### src/rtl/dmseq_pkg.sv
package dmseq_pkg;

  typedef enum logic [1:0] {
    OWN_NONE = 2'd0,
    OWN_DISP = 2'd1,
    OWN_HOST = 2'd2
  } owner_e;

  // character clock level for a given slot of an n-slot period
  function automatic logic char_level(input int unsigned s, input int unsigned n);
    return s < (n / 2);
  endfunction

  // next slot number with wrap at n
  function automatic int unsigned slot_next(input int unsigned s, input int unsigned n);
    return (s + 1 >= n) ? 0 : s + 1;
  endfunction

endpackage

### src/rtl/dmseq_slot_timer.sv
module dmseq_slot_timer #(
  parameter int SLOTS = 8,
  localparam int SW = (SLOTS > 1) ? $clog2(SLOTS) : 1
) (
  input  logic          clk,
  input  logic          rst_n,
  output logic [SW-1:0] slot,
  output logic          char_clk,
  output logic          period_end
);
  import dmseq_pkg::*;

  logic [SW-1:0] slot_q;

  always_ff @(posedge clk) begin
    if (!rst_n) slot_q <= '0;
    else        slot_q <= SW'(slot_next(32'(slot_q), SLOTS));
  end

  assign slot       = slot_q;
  assign period_end = (slot_q == SW'(SLOTS - 1));
  assign char_clk   = char_level(32'(slot_q), SLOTS);


  slot_wrap_chk: assert property (@(posedge clk) disable iff (!rst_n)
    period_end |=> (slot_q == '0));


  slot_step_chk: assert property (@(posedge clk) disable iff (!rst_n)
    !period_end |=> (slot_q != '0));

endmodule

### src/rtl/dmseq_arbiter.sv
module dmseq_arbiter #(
  parameter int SLOTS     = 8,
  parameter int HOST_SLOT = SLOTS - 1,
  localparam int SW = (SLOTS > 1) ? $clog2(SLOTS) : 1
) (
  input  logic              clk,
  input  logic              rst_n,
  input  logic              active,
  input  logic [SW-1:0]     slot,
  input  logic              host_req,
  input  logic              disp_req,
  output logic              host_slot_open,
  output logic              host_gnt,
  output logic              disp_gnt,
  output dmseq_pkg::owner_e owner
);
  import dmseq_pkg::*;

  logic reserved_slot;

  assign reserved_slot  = (slot == SW'(HOST_SLOT));
  // blanking opens every slot, active display only the reserved one
  assign host_slot_open = !active || reserved_slot;
  assign host_gnt       = host_req && host_slot_open;
  assign disp_gnt       = disp_req && !host_gnt;

  always_comb begin
    if (host_gnt)      owner = OWN_HOST;
    else if (disp_gnt) owner = OWN_DISP;
    else               owner = OWN_NONE;
  end


  disp_first_chk: assert property (@(posedge clk) disable iff (!rst_n)
    (active && disp_req && !reserved_slot) |-> disp_gnt);


  ack_needs_req_chk: assert property (@(posedge clk) disable iff (!rst_n)
    host_gnt |-> host_req);

endmodule

### src/rtl/dmseq_plane_issue.sv
module dmseq_plane_issue #(
  parameter int PLANES = 4,
  parameter int ADDR_W = 16
) (
  input  logic              clk,
  input  logic              rst_n,
  input  dmseq_pkg::owner_e owner,
  input  logic              host_we,
  input  logic [ADDR_W-1:0] host_addr,
  input  logic [ADDR_W-1:0] disp_addr,
  input  logic [PLANES-1:0] map_mask,
  output logic              mem_cyc,
  output logic              mem_host,
  output logic [ADDR_W-1:0] mem_addr,
  output logic [PLANES-1:0] mem_we,
  output logic [PLANES-1:0] mem_re
);
  import dmseq_pkg::*;

  function automatic logic [PLANES-1:0] write_lanes(input logic [PLANES-1:0] m,
                                                    input logic w);
    return m & {PLANES{w}};
  endfunction

  always_ff @(posedge clk) begin
    if (!rst_n) begin
      mem_cyc  <= 1'b0;
      mem_host <= 1'b0;
      mem_addr <= '0;
      mem_we   <= '0;
      mem_re   <= '0;
    end else begin
      unique case (owner)
        OWN_HOST: begin
          mem_cyc  <= 1'b1;
          mem_host <= 1'b1;
          mem_addr <= host_addr;
          mem_we   <= write_lanes(map_mask, host_we);
          mem_re   <= {PLANES{!host_we}};
        end
        OWN_DISP: begin
          mem_cyc  <= 1'b1;
          mem_host <= 1'b0;
          mem_addr <= disp_addr;
          mem_we   <= '0;
          mem_re   <= '1;
        end
        default: begin
          mem_cyc  <= 1'b0;
          mem_host <= 1'b0;
          mem_addr <= '0;
          mem_we   <= '0;
          mem_re   <= '0;
        end
      endcase
    end
  end


  we_needs_host_chk: assert property (@(posedge clk) disable iff (!rst_n)
    (|mem_we) |-> mem_host);


  mask_at_grant_chk: assert property (@(posedge clk) disable iff (!rst_n)
    (owner == OWN_HOST) |=> (mem_we == ($past(map_mask) & {PLANES{$past(host_we)}})));


  disp_read_chk: assert property (@(posedge clk) disable iff (!rst_n)
    (owner == OWN_DISP) |=> (mem_re == '1 && mem_we == '0));


  idle_quiet_chk: assert property (@(posedge clk) disable iff (!rst_n)
    (owner == OWN_NONE) |=> (!mem_cyc && mem_we == '0 && mem_re == '0));

endmodule

### src/rtl/dmseq_top.sv
module dmseq_top #(
  parameter int SLOTS     = 8,
  parameter int HOST_SLOT = SLOTS - 1,
  parameter int PLANES    = 4,
  parameter int PLANE_KB  = 64,
  localparam int ADDR_W = $clog2(PLANE_KB * 1024),
  localparam int SW     = (SLOTS > 1) ? $clog2(SLOTS) : 1
) (
  input  logic              clk,
  input  logic              rst_n,
  input  logic              active,
  input  logic              disp_req,
  input  logic [ADDR_W-1:0] disp_addr,
  output logic              disp_ack,
  input  logic              host_req,
  input  logic              host_we,
  input  logic [ADDR_W-1:0] host_addr,
  input  logic [PLANES-1:0] map_mask,
  output logic              host_ack,
  output logic              char_clk,
  output logic              mem_cyc,
  output logic              mem_host,
  output logic [ADDR_W-1:0] mem_addr,
  output logic [PLANES-1:0] mem_we,
  output logic [PLANES-1:0] mem_re
);
  import dmseq_pkg::*;

  logic [SW-1:0] slot;
  logic          period_end;
  logic          host_slot_open;
  logic          host_gnt;
  logic          disp_gnt;
  owner_e        owner;

  dmseq_slot_timer #(.SLOTS(SLOTS)) u_timer (
    .clk        (clk),
    .rst_n      (rst_n),
    .slot       (slot),
    .char_clk   (char_clk),
    .period_end (period_end)
  );

  dmseq_arbiter #(.SLOTS(SLOTS), .HOST_SLOT(HOST_SLOT)) u_arb (
    .clk            (clk),
    .rst_n          (rst_n),
    .active         (active),
    .slot           (slot),
    .host_req       (host_req),
    .disp_req       (disp_req),
    .host_slot_open (host_slot_open),
    .host_gnt       (host_gnt),
    .disp_gnt       (disp_gnt),
    .owner          (owner)
  );

  dmseq_plane_issue #(.PLANES(PLANES), .ADDR_W(ADDR_W)) u_issue (
    .clk       (clk),
    .rst_n     (rst_n),
    .owner     (owner),
    .host_we   (host_we),
    .host_addr (host_addr),
    .disp_addr (disp_addr),
    .map_mask  (map_mask),
    .mem_cyc   (mem_cyc),
    .mem_host  (mem_host),
    .mem_addr  (mem_addr),
    .mem_we    (mem_we),
    .mem_re    (mem_re)
  );

  assign host_ack = host_gnt;
  assign disp_ack = disp_gnt;


  host_in_slot_chk: assert property (@(posedge clk) disable iff (!rst_n)
    (host_ack && active) |-> (slot == SW'(HOST_SLOT)));


  one_owner_chk: assert property (@(posedge clk) disable iff (!rst_n)
    !(host_ack && disp_ack));


  host_issue_chk: assert property (@(posedge clk) disable iff (!rst_n)
    host_ack |=> (mem_cyc && mem_host && mem_addr == $past(host_addr)));


  char_restart_chk: assert property (@(posedge clk) disable iff (!rst_n)
    period_end |=> char_clk);


  blank_open_chk: assert property (@(posedge clk) disable iff (!rst_n)
    (!active && host_req) |-> (host_ack && host_slot_open));

endmodule

### config.mk
export PLATFORM = sky130hd
export DESIGN_NAME = dmseq_top
export DESIGN_NICKNAME = d
export VERILOG_FILES = /design/src/rtl/dmseq_pkg.sv /design/src/rtl/dmseq_slot_timer.sv /design/src/rtl/dmseq_arbiter.sv /design/src/rtl/dmseq_plane_issue.sv /design/src/rtl/dmseq_top.sv
export SDC_FILE = /design/constraint.sdc
export NUM_CORES = 1
export LEC_CHECK = 0
export ABC_AREA = 1
export BUFFER_PORTS_ARGS = -buffer_cell sky130_fd_sc_hd__buf_2
export CORE_MARGIN = 2
export CORE_UTILIZATION = 43
export CTS_CLUSTER_DIAMETER = 80
export DETAILED_ROUTE_END_ITERATION = 8
export GPL_ROUTABILITY_DRIVEN = 0
export PLACE_DENSITY = 0.83
export SETUP_SLACK_MARGIN = 0.5
export SYNTH_ARGS = -nofsm -noshare
export SYNTH_HDL_FRONTEND = slang
export SYNTH_SLANG_ARGS = --single-unit
### constraint.sdc
create_clock -name clk -period 3.35 [get_ports clk]
set_input_delay 1.005 -clock clk [delete_from_list [all_inputs] [get_ports clk]]
set_output_delay 1.005 -clock clk [all_outputs]
set_load 0.05 [all_outputs]
==> results summary, run 1 <==
The finished cells cover 1400 µm². Across the routed clock network, the largest skew measured is 0.00366 ns. The detail route stage leaves a number of antenna-violating nets equal to 0.

The final-report hold violation count is 0. The filler cells instantiated in the layout total 203. The Yosys step of the flow raised 0 warnings.

TritonCTS created 3 clock buffers. Cell internal power was estimated by the tool at 0.000413 W. The worst hold path begins at u_timer.slot[0]. Using the TritonRoute via totals, the vias-per-cell ratio works out to 4.38. The largest net degree at the start of global routing came out at 21. The start point of the critical path is active. In the global route stage, met2 resource usage came out at 31.1%. Clock-pin slew was measured on the worst setup and hold paths at 0.12 ns. The maximum level of the CTS H-tree came out at 1.

In this run the cell area measured after placement is 1350 µm². The cell count after synthesis came out at 116. The share of layout cells above drive strength 1 came out at 51.9%. Leaving out fill and tap cells, the most frequent cell in the layout is sky130_fd_sc_hd__buf_2. The type of the worst min-delay path is reg -> reg. The number of global-route vias before repair came to 879. In the post-synthesis netlist, the biggest area contributors are sky130_fd_sc_hd__dfxtp_1 (50%), sky130_fd_sc_hd__nand2_1 (13%), sky130_fd_sc_hd__nand3_2 (9.6%). The chip width is 53.2 µm. The total detailed-routing wirelength is 2.27 mm. For this run, the register share of the synthesized area comes to 49.9%.

The worst hold slack is 0.473 ns. At the worst endpoint, the arrival time is 1.75 ns. The detailed-route via count is 924. The relative contribution of combinational cells to total power is 25.5%. The remaining routing DRC violations came out at 0. Across the VDD grid, the largest voltage drop is 0.000242 V. The overall routing resource usage is 16.3%. The number of sinks on the clock net came out at 26. The initial core utilization is 46.2%. The type of destination of the critical path is an output pin.

The synthesized design spends more area on one cell type than any other, namely sky130_fd_sc_hd__dfxtp_1. The die is 53.2 µm tall. The area growth from synthesis to final layout is 34.5%. The number of DRC markers in iteration 0 came out at 6.

The run finished with clean final reports. Timing analysis after detailed placement gives a worst setup slack of 0.465 ns. The die area came out at 2830 µm². Setup repair after global routing left no endpoint under its margin.

At the worst endpoint, the required time is 2.34 ns. The worst setup path is launched from an input port. The row count came out at 17.

The core region is 2250 µm². The slew at the pin closest to its max-slew limit is 0.356 ns. The I/O pin count came out at 71. The number of antenna violations at the first check in global routing is 0. The number of detailed-routing iterations run before antenna repair is 4. The share of total power in sequential cells is 54.3%. At the later pin of the worst-skew pair, clock insertion delay measures 0.30 ns. At the end of the flow, the number of nets in the layout was 229. In the layout the commonest cells are sky130_fd_sc_hd__buf_2 (68), sky130_fd_sc_hd__nand2_1 (36), sky130_fd_sc_hd__dfxtp_1 (26), sky130_fd_sc_hd__nand3_2 (10), sky130_fd_sc_hd__nor2_1 (9). In the final routed layout, each cell accounts on average for 10.7 µm.

The final worst slack is 0.591 ns. The met1 usage in global routing came out at 18.1%. The max-cap violation count is 0.

In this run the cell area of the synthesized design comes to 1040 µm². In this run the critical register-to-register path is launched from u_timer.slot[0]. The worst path needs 2.76 ns of the cycle, external delays included. Setup violations remaining at the end of the flow were counted as 0. Power spread over the standard cell area amounts to 436 nW/µm². In this run the worst path has a maximum fanout of 10. The total nets after synthesis is 160. The setup TNS came out at 0 ns. In this run the most used layer during global routing was met2. The post-route total power came out at 0.000611 W. The antenna cell count is 0. Of the total power, the share spent switching nets is 32.4%. The final critical path takes up 82.4% of the cycle. Timing would allow up to 362 MHz.

TritonCTS built the clock tree. The final HPWL from detailed placement came out at 1.73 mm. The met3 demand-to-capacity share in global routing is 3.39%. The number of flip-flops and latches in the synthesized netlist is 26. The switching component of the power came out at 0.000198 W. The leakage power is 0.811 nW. The headroom to the max-slew limit is 76.2%. The total of buffers placed on input and output ports came out at 70. The count of unique library cells instantiated by Yosys came out at 14. The part of the power in the clock network is 20.2%. Averaged over all synthesized cells, the footprint is 8.98 µm².

The number of hold buffers added after cts is 0. The overflow left after global routing came out at 0. The tree is rooted in a sky130_fd_sc_hd__clkbuf_4.

The number of buffers on the longest clock path is 2. The number of max-slew violations in the final report came out at 0. The type of the worst setup path is in -> out. The global-route wire length before repair is 3.42 mm.

The area fraction of the dominant cell type after synthesis came out at 49.9%.
-- critical path, cell delays in order --
cell	delay, ns
sky130_fd_sc_hd__buf_2	0.10
sky130_fd_sc_hd__nand2_2	0.15
sky130_fd_sc_hd__nand2_8	0.11
sky130_fd_sc_hd__inv_1	0.13
sky130_fd_sc_hd__clkbuf_4	0.25
-- final cells by class --
cell class                      instances  area [µm²]  area share [%]
Tap cell                               28        35.0            2.50
Clock buffer                            3        22.5            1.61
Multi-Input combinational cell         73         423            30.2
Inverter                               11        41.3            2.95
Timing Repair Buffer                   70         359            25.6
Sequential cell                        26         520            37.1
-- synthesized netlist by cell type --
master / n
sky130_fd_sc_hd__nand2_1: 36
sky130_fd_sc_hd__dfxtp_1: 26
sky130_fd_sc_hd__nand3_2: 10
sky130_fd_sc_hd__nor2_1: 10
sky130_fd_sc_hd__inv_1: 8
sky130_fd_sc_hd__nand3_1: 7
sky130_fd_sc_hd__nand2_2: 5
sky130_fd_sc_hd__buf_4: 3
sky130_fd_sc_hd__inv_2: 3
sky130_fd_sc_hd__buf_12: 2
sky130_fd_sc_hd__buf_6: 2
sky130_fd_sc_hd__ha_1: 2
sky130_fd_sc_hd__nand2_4: 1
sky130_fd_sc_hd__nor2_8: 1
-- worst paths after layout --
check                           cells after the start  slack [ns]                 to
worst min register to register                      1        0.47    u_timer.slot[0]
worst min-delay path                                1        0.47    u_timer.slot[0]
worst max-delay path                                5        0.59           host_ack
worst max register to register                      8        1.87  u_issue.mem_we[3]
-- timing repair --
action,in CTS,in global routing
pin swaps,0,1
endpoints found under the hold margin,0,0
resized for setup,1,4
setup buffers,0,0
gates cloned,0,1
setup endpoints to repair,1,2
-- power by group through the flow --
| stage | Sequential, W | Clock, W | Combinational [W] |
|---|---|---|---|
| floorplan | 0.000389 | 0 | 0.0000617 |
| global placement | 0.000338 | 0 | 0.000149 |
| detailed placement | 0.000339 | 0 | 0.000152 |
| CTS | 0.000332 | 0.000131 | 0.000154 |
| global route | 0.000334 | 0.000135 | 0.000167 |
| finish | 0.000332 | 0.000123 | 0.000156 |
-- cell families after synthesis --
group         count (synthesis)  synth area share [%]
simple gates                 70                  35.5
fa+ha+maj                     2                  2.40
buf+inv                      18                  12.1
flops                        26                  49.9
-- metal layers --
layer | vias up | part of all wire, %
met1 | 383 | 42
met4 | 0 | 0
met3 | 0 | 12
met2 | 51 | 47
met5 | - | 0
li1 | 490 | -
-- stage by stage --
step	std cells	utilization (%)
after floorplan	116	-
after global placement	207	59.9
after detailed placement	207	59.9
after CTS	210	61.3
after global routing	211	62.2
final	211	62.2
-- registers in the layout, indices dropped and copies added, names as in the netlist --
name              flops
u_issue.mem_addr     16
u_issue.mem_we        4
u_timer.slot          3
u_issue.mem_cyc       1
u_issue.mem_host      1
u_issue.mem_re        1
Power figures use the tool's default switching activity.
==> inputs of run 2 (changes only) <==
ABC_AREA = 0   (was 1)
CORE_UTILIZATION = 34   (was 43)
PLACE_DENSITY = 0.74   (was 0.83)
clock period = 2.5 ns   (was 3.35 ns; I/O delays follow)
==> run 2 against run 1 <==
  * Cell count fell by 20%
  * Clock power rose by 34%
  * Non-clock buffer count rose by 3
  * Final area fell by 6.8%
  * Sequential power rose by 34%
  * Wire length fell by 11%
  * First-iteration DRC count fell by 33%
  * Via count fell by 16%
  * Register-to-register slack got worse by 1.2 ns
  * Clock skew fell by 0.0031 ns
  * Critical path type is now reg -> out
  * Largest cell class unchanged
  * Highest routed layer is now met4
==> results summary, run 2 <==
The cell count after synthesis came out at 69 (was 116). The overflow left after global routing came out at 0 (unchanged). The part of the Yosys area used for sequential elements is 59.1% (was 49.9%).

The leakage power is 0.706 nW (was 0.811 nW). The number of antenna violations at the first check in global routing was 0 (unchanged). The number of flip-flops in the largest register came out at 16 (unchanged).

The slew at the pin closest to its max-slew limit is 0.662 ns (was 0.356 ns). The average wire length per cell after detail routing came out at 11.9 µm (was 10.7 µm). The highest cell delay on the worst timing path is 0.36 ns (was 0.25 ns). The detailed-route via count is 780 (was 924).

The clock-pin slew reported for the worst setup and hold paths after clock tree synthesis was 0.12 ns (about the same). RSZ-0062 raised after global routing: true (was false). The global-route wire length before repair came out at 3.02 mm (was 3.42 mm). The library cell with the highest instance count after synthesis was sky130_fd_sc_hd__dfxtp_1 (was sky130_fd_sc_hd__nand2_1). The number of sinks on the clock net was 26 (unchanged).

The number of flip-flops and latches in the synthesized netlist came to 26 (unchanged). The worst slack at placement was 0.328 ns (was 0.465 ns). The power density over the cells came to 622 nW/µm² (was 436 nW/µm²). The number of DRC markers in iteration 0 is 4 (was 6).

The row count is 18 (was 17). The type of the worst min-delay path is reg -> reg (unchanged). Counting stages on the worst path, the most repeated cell is sky130_fd_sc_hd__ha_4. The area fraction of the dominant cell type after synthesis is 59.1% (was 49.9%).

The headroom to the max-slew limit is 55.7% (was 76.2%). The final HPWL from detailed placement was 1.51 mm (was 1.73 mm). The final setup violation count is 0 (unchanged). The type of destination of the critical path is an output pin (unchanged). The chip width came to 54.9 µm (was 53.2 µm). The count of nets left with antenna violations after detail routing is 0 (unchanged). The kind of start point of the critical path is a register (was input port). The maximum level of the CTS H-tree came out at 1 (unchanged).

The largest net degree at the start of global routing was 22 (was 21). Most used standard cells in the synthesized netlist: sky130_fd_sc_hd__dfxtp_1 (26), sky130_fd_sc_hd__a22o_2 (10), sky130_fd_sc_hd__a22o_1 (6), sky130_fd_sc_hd__and3_1 (6) (was sky130_fd_sc_hd__nand2_1 (36), sky130_fd_sc_hd__dfxtp_1 (26), sky130_fd_sc_hd__nand3_2 (10), sky130_fd_sc_hd__nor2_1 (10), sky130_fd_sc_hd__inv_1 (8)). The minimum clock period came out at 2.27 ns. The maximum vdd drop is 0.000352 V (was 0.000242 V). The post-synthesis cell type with the largest combined area is sky130_fd_sc_hd__dfxtp_1 (unchanged). The clock latency on the worst-skew pair was 0.30 ns (about the same). The I/O pin count was 71 (unchanged). Most used cells in the layout excluding fill and tap cells: sky130_fd_sc_hd__buf_2 (68), sky130_fd_sc_hd__dfxtp_1 (24), sky130_fd_sc_hd__a22o_2 (10), sky130_fd_sc_hd__and3_1 (6), sky130_fd_sc_hd__a22o_1 (6) (was sky130_fd_sc_hd__buf_2 (68), sky130_fd_sc_hd__nand2_1 (36), sky130_fd_sc_hd__dfxtp_1 (26), sky130_fd_sc_hd__nand3_2 (10), sky130_fd_sc_hd__nor2_1 (9)). The post-route total power is 0.000812 W (was 0.000611 W). The setup TNS is 0 ns (unchanged). The peak fanout along the critical path is 3 (was 10). Cell types with the largest area share after synthesis: sky130_fd_sc_hd__dfxtp_1 (59%), sky130_fd_sc_hd__a22o_2 (11%), sky130_fd_sc_hd__a22o_1 (6.0%) (was sky130_fd_sc_hd__dfxtp_1 (50%), sky130_fd_sc_hd__nand2_1 (13%), sky130_fd_sc_hd__nand3_2 (9.6%)). The via density per instance came out at 4.62 (was 4.38). The count of filler cells inserted in the layout came out at 243 (was 203).

The setup slack of the worst register-to-register path is 0.67 ns (was 1.87 ns). The cell at the slowest stage of the critical path is sky130_fd_sc_hd__dfxtp_2 (was sky130_fd_sc_hd__clkbuf_4). The number of global-route vias before repair came out at 737 (was 879). Outcome: completed (unchanged). The share of layout cells above drive strength 1 is 68.3% (was 51.9%). The clock skew came out at 0.000572 ns (was 0.00366 ns). The async set-or-reset flop fraction in the synthesized netlist came out at 0% (unchanged). The antenna cell count is 0 (unchanged). The arrival time of data at the critical path endpoint came out at 1.52 ns (was 1.75 ns). The post-synthesis area per instance came out at 12.8 µm² (was 8.98 µm²). The top achievable clock speed is 441 MHz. The placeable core region came out at 2480 µm² (was 2250 µm²). The final-report hold violation count is 0 (unchanged). The number of max-slew violations in the final report came out at 0 (unchanged).

The number of warnings printed during yosys synthesis came out at 0 (unchanged). The area growth from synthesis to final layout is 48.3% (was 34.5%). The register with the most flip-flops is u_issue.mem_addr (unchanged). The final layout net count came to 185 (was 229). The root buffer cell is sky130_fd_sc_hd__clkbuf_4 (unchanged). The count of unique library cells instantiated by Yosys came out at 16 (was 14). The most common flop cell mapped by yosys is sky130_fd_sc_hd__dfxtp_1 (unchanged). The leading cell type in the layout, fill and taps excluded was sky130_fd_sc_hd__buf_2 (unchanged). The initial core utilization came out at 35.6% (was 46.2%). The critical path buffer and inverter count came to 1 (was 3). The max-cap violation count is 0 (unchanged). The final worst slack is 0.233 ns (was 0.591 ns). The TritonCTS buffer count is 3 (unchanged). The total of buffers placed on input and output ports is 70 (unchanged).

The total detailed-routing wirelength is 2.01 mm (was 2.27 mm). The number of detailed-routing iterations run before antenna repair was 4 (unchanged). The final critical path takes up 90.7% of the cycle. The remaining routing DRC violations is 0 (unchanged). The total nets after synthesis is 113 (was 160). The endpoint required time on the critical path was 1.75 ns (was 2.34 ns).

The number of buffers on the longest clock path is 2 (unchanged). The TritonCTS clock tree is built (unchanged). Chain of cells forming the critical path: ha_4, ha_4, nand2b_4, and2_4, nor2_4, buf_8 (was buf_2, nand2_2, nand2_8, inv_1, clkbuf_4). The vertical die dimension came out at 54.9 µm (was 53.2 µm). The die area came out at 3010 µm² (was 2830 µm²). The overall routing resource usage is 14.1% (was 16.3%). The top cell family by delay on the critical path is simple AND/OR/NAND/NOR gates (was buffers and inverters).

The type of the worst setup path is reg -> out (was in -> out). The post-synth design cell area is 881 µm² (was 1040 µm²). The number of enable-type register cells in the synthesized netlist is 0 (unchanged).
==> run 2: path summary, 6_finish.rpt <==
kind	from	end	depth (start not counted)
worst max-delay path	u_timer.slot[1]	disp_ack	6
worst min-delay path	u_timer.slot[0]	u_timer.slot[0]	2
worst max register to register	u_timer.slot[1]	u_issue.mem_addr[2]	6
worst min register to register	u_timer.slot[0]	u_timer.slot[0]	2
==> run 2: worst register-to-register path: stages, from the launching register on <==
cell and delay, ns:
sky130_fd_sc_hd__dfxtp_2 0.36, sky130_fd_sc_hd__ha_4 0.16, sky130_fd_sc_hd__ha_4 0.14, sky130_fd_sc_hd__nand2b_4 0.13, sky130_fd_sc_hd__buf_4 0.14, sky130_fd_sc_hd__a211oi_4 0.60, sky130_fd_sc_hd__a22o_2 0.25
==> run 2: through the flow <==
| step | std cells | utilization [%] | hold slack, ns | area [µm²] |
|---|---|---|---|---|
| 5_1_grt | 169 | 52.7 | 0.569 | 1310 |
| 3_3_place_gp | 163 | 49.4 | 0.433 | 1220 |
| 2_1_floorplan | 69 | - | 0.420 | 892 |
| 4_1_cts | 169 | 51.7 | 0.517 | 1280 |
| 6_report | 169 | 52.7 | 0.539 | 1310 |
| 3_5_place_dp | 163 | 49.4 | 0.449 | 1220 |
==> run 2: kinds of logic after synthesis <==
group	count (synthesis)	synth area share, %
AO/OA/AOI/OAI	19	21.0
buffers and inverters	9	7.67
AND/OR/NAND/NOR	13	9.38
adder cells (fa/ha/maj)	2	2.84
flip-flops	26	59.1
==> run 2: final cells by class <==
| cell class | count | area [µm²] | share of cell area (%) |
|---|---|---|---|
| clock buffers | 3 | 22.5 | 1.72 |
| inverters | 3 | 11.3 | 0.862 |
| multi-input cells | 34 | 327 | 25.0 |
| flip-flops and latches | 26 | 523 | 40.0 |
| well taps | 30 | 37.5 | 2.87 |
| repair buffers | 73 | 385 | 29.5 |
==> run 2: report_power, final <==
part / switching [W] / internal, W / total (W)
sequential: 0.00000869 / 0.000438 / 0.000446
combinational: 0.000132 / 0.0000686 / 0.000200
clock: 0.000109 / 0.0000562 / 0.000165
==> run 2: layer usage <==
layer	global-route usage, %	part of all wire [%]	wire length [µm]
met3	2.96	10	201
met4	6.10	0.65	13
met5	0	0	0
met2	27.0	50	1000
met1	14.5	39	787
==> run 2: repair_timing <==
| action | 4_1_cts | 5_1_grt |
|---|---|---|
| setup buffers | 3 | 0 |
| hold buffers | 0 | 0 |
| endpoints found under the setup margin | 2 | 2 |
| pin swaps | 1 | 2 |
| resized for setup | 5 | 4 |
==> inputs of run 3 (changes only) <==
CORE_UTILIZATION = 37   (was 34)
PLACE_DENSITY = 0.75   (was 0.74)
SYNTH_HIERARCHICAL = 1   (was default)
==> run 3 against run 2 <==
  * Critical path depth fell by 2
  * Via count rose by 12%
  * Non-clock buffer count did not move
==> results summary, run 3 <==
The peak fanout along the critical path came to 3 (unchanged). The average wire length per cell after detail routing came out at 11.5 µm (was 11.9 µm). The number of max-slew violations in the final report was 0 (unchanged). The number of buffers on the longest clock path came to 2 (unchanged). The cell count after synthesis came out at 96 (was 69). The total of buffers placed on input and output ports came to 70 (unchanged). The power density over the cells came out at 570 nW/µm² (was 622 nW/µm²). The endpoint required time on the critical path came to 1.75 ns (about the same). The antenna cell count came to 0 (unchanged). The number of detailed-routing iterations run before antenna repair was 4 (unchanged). The cell at the slowest stage of the critical path is sky130_fd_sc_hd__and3_4 (was sky130_fd_sc_hd__dfxtp_2). The overall routing resource usage is 13.0% (was 14.1%). The critical path buffer and inverter count is 2 (was 1). The slew at the pin closest to its max-slew limit is 0.751 ns (was 0.662 ns). The total nets after synthesis is 143 (was 113). The type of the worst setup path is in -> out (was reg -> out). The post-synthesis area per instance is 11.1 µm² (was 12.8 µm²).

The register with the most flip-flops was u_issue/mem_addr (was u_issue.mem_addr). The post-synth design cell area is 1070 µm² (was 881 µm²). The remaining routing DRC violations came out at 0 (unchanged). The number of cells on the critical path is 4 (was 6). The number of hold buffers added after cts is 0 (unchanged).

Most used cells in the layout excluding fill and tap cells: sky130_fd_sc_hd__buf_2 (67), sky130_fd_sc_hd__dfxtp_1 (26), sky130_fd_sc_hd__a22oi_2 (9), sky130_fd_sc_hd__nor2_2 (9) (was sky130_fd_sc_hd__buf_2 (68), sky130_fd_sc_hd__dfxtp_1 (24), sky130_fd_sc_hd__a22o_2 (10), sky130_fd_sc_hd__and3_1 (6), sky130_fd_sc_hd__a22o_1 (6)). The via density per instance is 4.52 (was 4.62). The relative contribution of combinational cells to total power is 23.1% (was 24.7%). The kind of start point of the critical path is an input port (was register). The type of destination of the critical path is an output pin (unchanged). The switching share of power came out at 28.8% (was 30.7%).

The count of filler cells inserted in the layout is 251 (was 243). The worst slack at placement came out at 0.0287 ns (was 0.328 ns). The clock-pin slew reported for the worst setup and hold paths after clock tree synthesis came out at 0.13 ns (was 0.12 ns).

The number of cells traversed by the worst register-to-register path is 7 (was 6). The share of layout cells above drive strength 1 is 63.0% (was 68.3%). The highest cell delay on the worst timing path came out at 0.22 ns (was 0.36 ns). The chip width was 57.7 µm (was 54.9 µm). The switching component of the power came out at 0.000240 W (was 0.000249 W).

The number of antenna violations at the first check in global routing is 0 (unchanged). The initial core utilization is 38.7% (was 35.6%). The total detailed-routing wirelength came out at 2.23 mm (was 2.01 mm).

The headroom to the max-slew limit came out at 49.9% (was 55.7%). Chain of cells forming the critical path: buf_8, nand4_1, and3_4, buf_8 (was ha_4, ha_4, nand2b_4, and2_4, nor2_4, buf_8). The setup TNS is 0 ns (unchanged). The TritonCTS clock tree was built (unchanged). The number of flip-flops in the largest register came out at 16 (unchanged). The final worst slack came out at 0.412 ns (was 0.233 ns). The endpoint of the most critical register-to-register path is u_issue/mem_we[1] (was u_issue.mem_addr[2]). The leading cell type in the layout, fill and taps excluded is sky130_fd_sc_hd__buf_2 (unchanged). The largest net degree at the start of global routing came to 19 (was 22). The start point of the critical path was host_req (was u_timer.slot[1]).

The root buffer cell is sky130_fd_sc_hd__clkbuf_4 (unchanged). The TritonCTS buffer count was 3 (unchanged). The final-report hold violation count is 0 (unchanged).

The number of DRC markers in iteration 0 is 11 (was 4). The leakage power is 0.741 nW (was 0.706 nW). The die area is 3330 µm² (was 3010 µm²). The I/O pin count came out at 71 (unchanged). The share of total power in sequential cells was 52.6% (was 55.0%). The final setup violation count is 0 (unchanged).

The final worst-path cycle share is 83.5% (was 90.7%). The top cell family by delay on the critical path is simple AND/OR/NAND/NOR gates (unchanged). The placeable core region is 2760 µm² (was 2480 µm²). The maximum vdd drop came out at 0.000312 V (was 0.000352 V). The detailed-route via count is 872 (was 780). The setup slack of the worst register-to-register path came to 0.66 ns (was 0.67 ns). The arrival time of data at the critical path endpoint is 1.34 ns (was 1.52 ns).

The capture point of the worst path is disp_ack (unchanged). The minimum clock period was 2.09 ns (was 2.27 ns). The cell count of the worst hold path came to 1 (was 2). The clock latency on the worst-skew pair came out at 0.31 ns (was 0.30 ns). The startpoint of the worst register-to-register path is u_timer/slot[0] (was u_timer.slot[1]). The final layout net count is 210 (was 185).

The max-cap violation count came out at 0 (unchanged). The part of the power in the clock network is 24.3% (was 20.3%). The type of the worst min-delay path is reg -> reg (unchanged).

The cell-internal power is 0.000592 W (was 0.000563 W). The count of nets left with antenna violations after detail routing is 0 (unchanged). The number of warnings printed during yosys synthesis came out at 6 (was 0). RSZ-0062 raised after global routing: true (unchanged). The clock skew is 0.00384 ns (was 0.000572 ns).

The number of sinks on the clock net came out at 26 (unchanged). The critical path's most frequent cell is sky130_fd_sc_hd__buf_8 (was sky130_fd_sc_hd__ha_4). Outcome: completed (unchanged). The global-route wire length before repair is 3.34 mm (was 3.02 mm). The row count is 19 (was 18).

The number of global-route vias before repair came out at 855 (was 737). The final HPWL from detailed placement is 1.70 mm (was 1.51 mm). The area growth from synthesis to final layout came out at 37.0% (was 48.3%). The vertical die dimension came to 57.7 µm (was 54.9 µm). The maximum level of the CTS H-tree came out at 1 (unchanged). The top achievable clock speed is 479 MHz (was 441 MHz). The overflow left after global routing is 0 (unchanged).
==> run 3: worst min path at each step <==
stage / start / end / slack [ns]
after floorplan: u_timer/slot[0] / u_timer/slot[0] / 0.51
after global placement: u_timer/slot[0] / u_timer/slot[0] / 0.53
after detailed placement: u_timer/slot[0] / u_timer/slot[0] / 0.56
after CTS: u_timer/slot[0] / u_timer/slot[0] / 0.59
after global routing: u_timer/slot[0] / u_timer/slot[0] / 0.61
final: u_timer/slot[0] / u_timer/slot[0] / 0.59
==> run 3: final cells by class <==
type	instances	area (µm²)	share of cell area (%)
clock buffer	4	36.3	2.49
inverter	5	18.8	1.29
multi-input combinational	54	443	30.3
sequential	26	520	35.6
tap	31	38.8	2.66
timing repair buffer	73	403	27.6
==> run 3: per-stage QoR <==
| step | area [µm²] | util [%] | power [W] | hold WS [ns] | cells |
|---|---|---|---|---|---|
| 2_1_floorplan | 1100 | - | 0.000589 | 0.511 | 96 |
| 3_3_place_gp | 1370 | 49.6 | 0.000625 | 0.528 | 186 |
| 3_5_place_dp | 1370 | 49.6 | 0.000629 | 0.556 | 186 |
| 4_1_cts | 1450 | 52.4 | 0.000842 | 0.592 | 192 |
| 5_1_grt | 1460 | 52.9 | 0.000874 | 0.611 | 193 |
| 6_report | 1460 | 52.9 | 0.000832 | 0.587 | 193 |
==> run 3: worst register-to-register path, cell delays in order, from the launching register on <==
cell                      delay, ns
sky130_fd_sc_hd__dfxtp_1       0.41
sky130_fd_sc_hd__nand4_1       0.16
sky130_fd_sc_hd__and3_4        0.20
sky130_fd_sc_hd__buf_4         0.13
sky130_fd_sc_hd__inv_2         0.05
sky130_fd_sc_hd__ha_2          0.45
sky130_fd_sc_hd__and3_4        0.28
sky130_fd_sc_hd__and2_1        0.12
==> run 3: timing repair <==
item                       4_1_cts  5_1_grt
gates resized for setup          8        2
setup endpoints to repair        7       16
pin swaps                        1        1
buffers inserted                 2        1
==> run 3: power groups by stage <==
stage	sequential (W)	clock, W	combinational, W
after floorplan	0.000489	0	0.000100
after global placement	0.000446	0	0.000179
after detailed placement	0.000447	0	0.000183
after CTS	0.000438	0.000214	0.000191
after global routing	0.000439	0.000230	0.000205
final	0.000437	0.000202	0.000192
==> run 3: layer usage <==
metal	routed length [µm]	GRT usage (%)
met5	0	0
met4	8	5.98
met3	203	2.90
met2	1160	23.9
met1	856	14.1
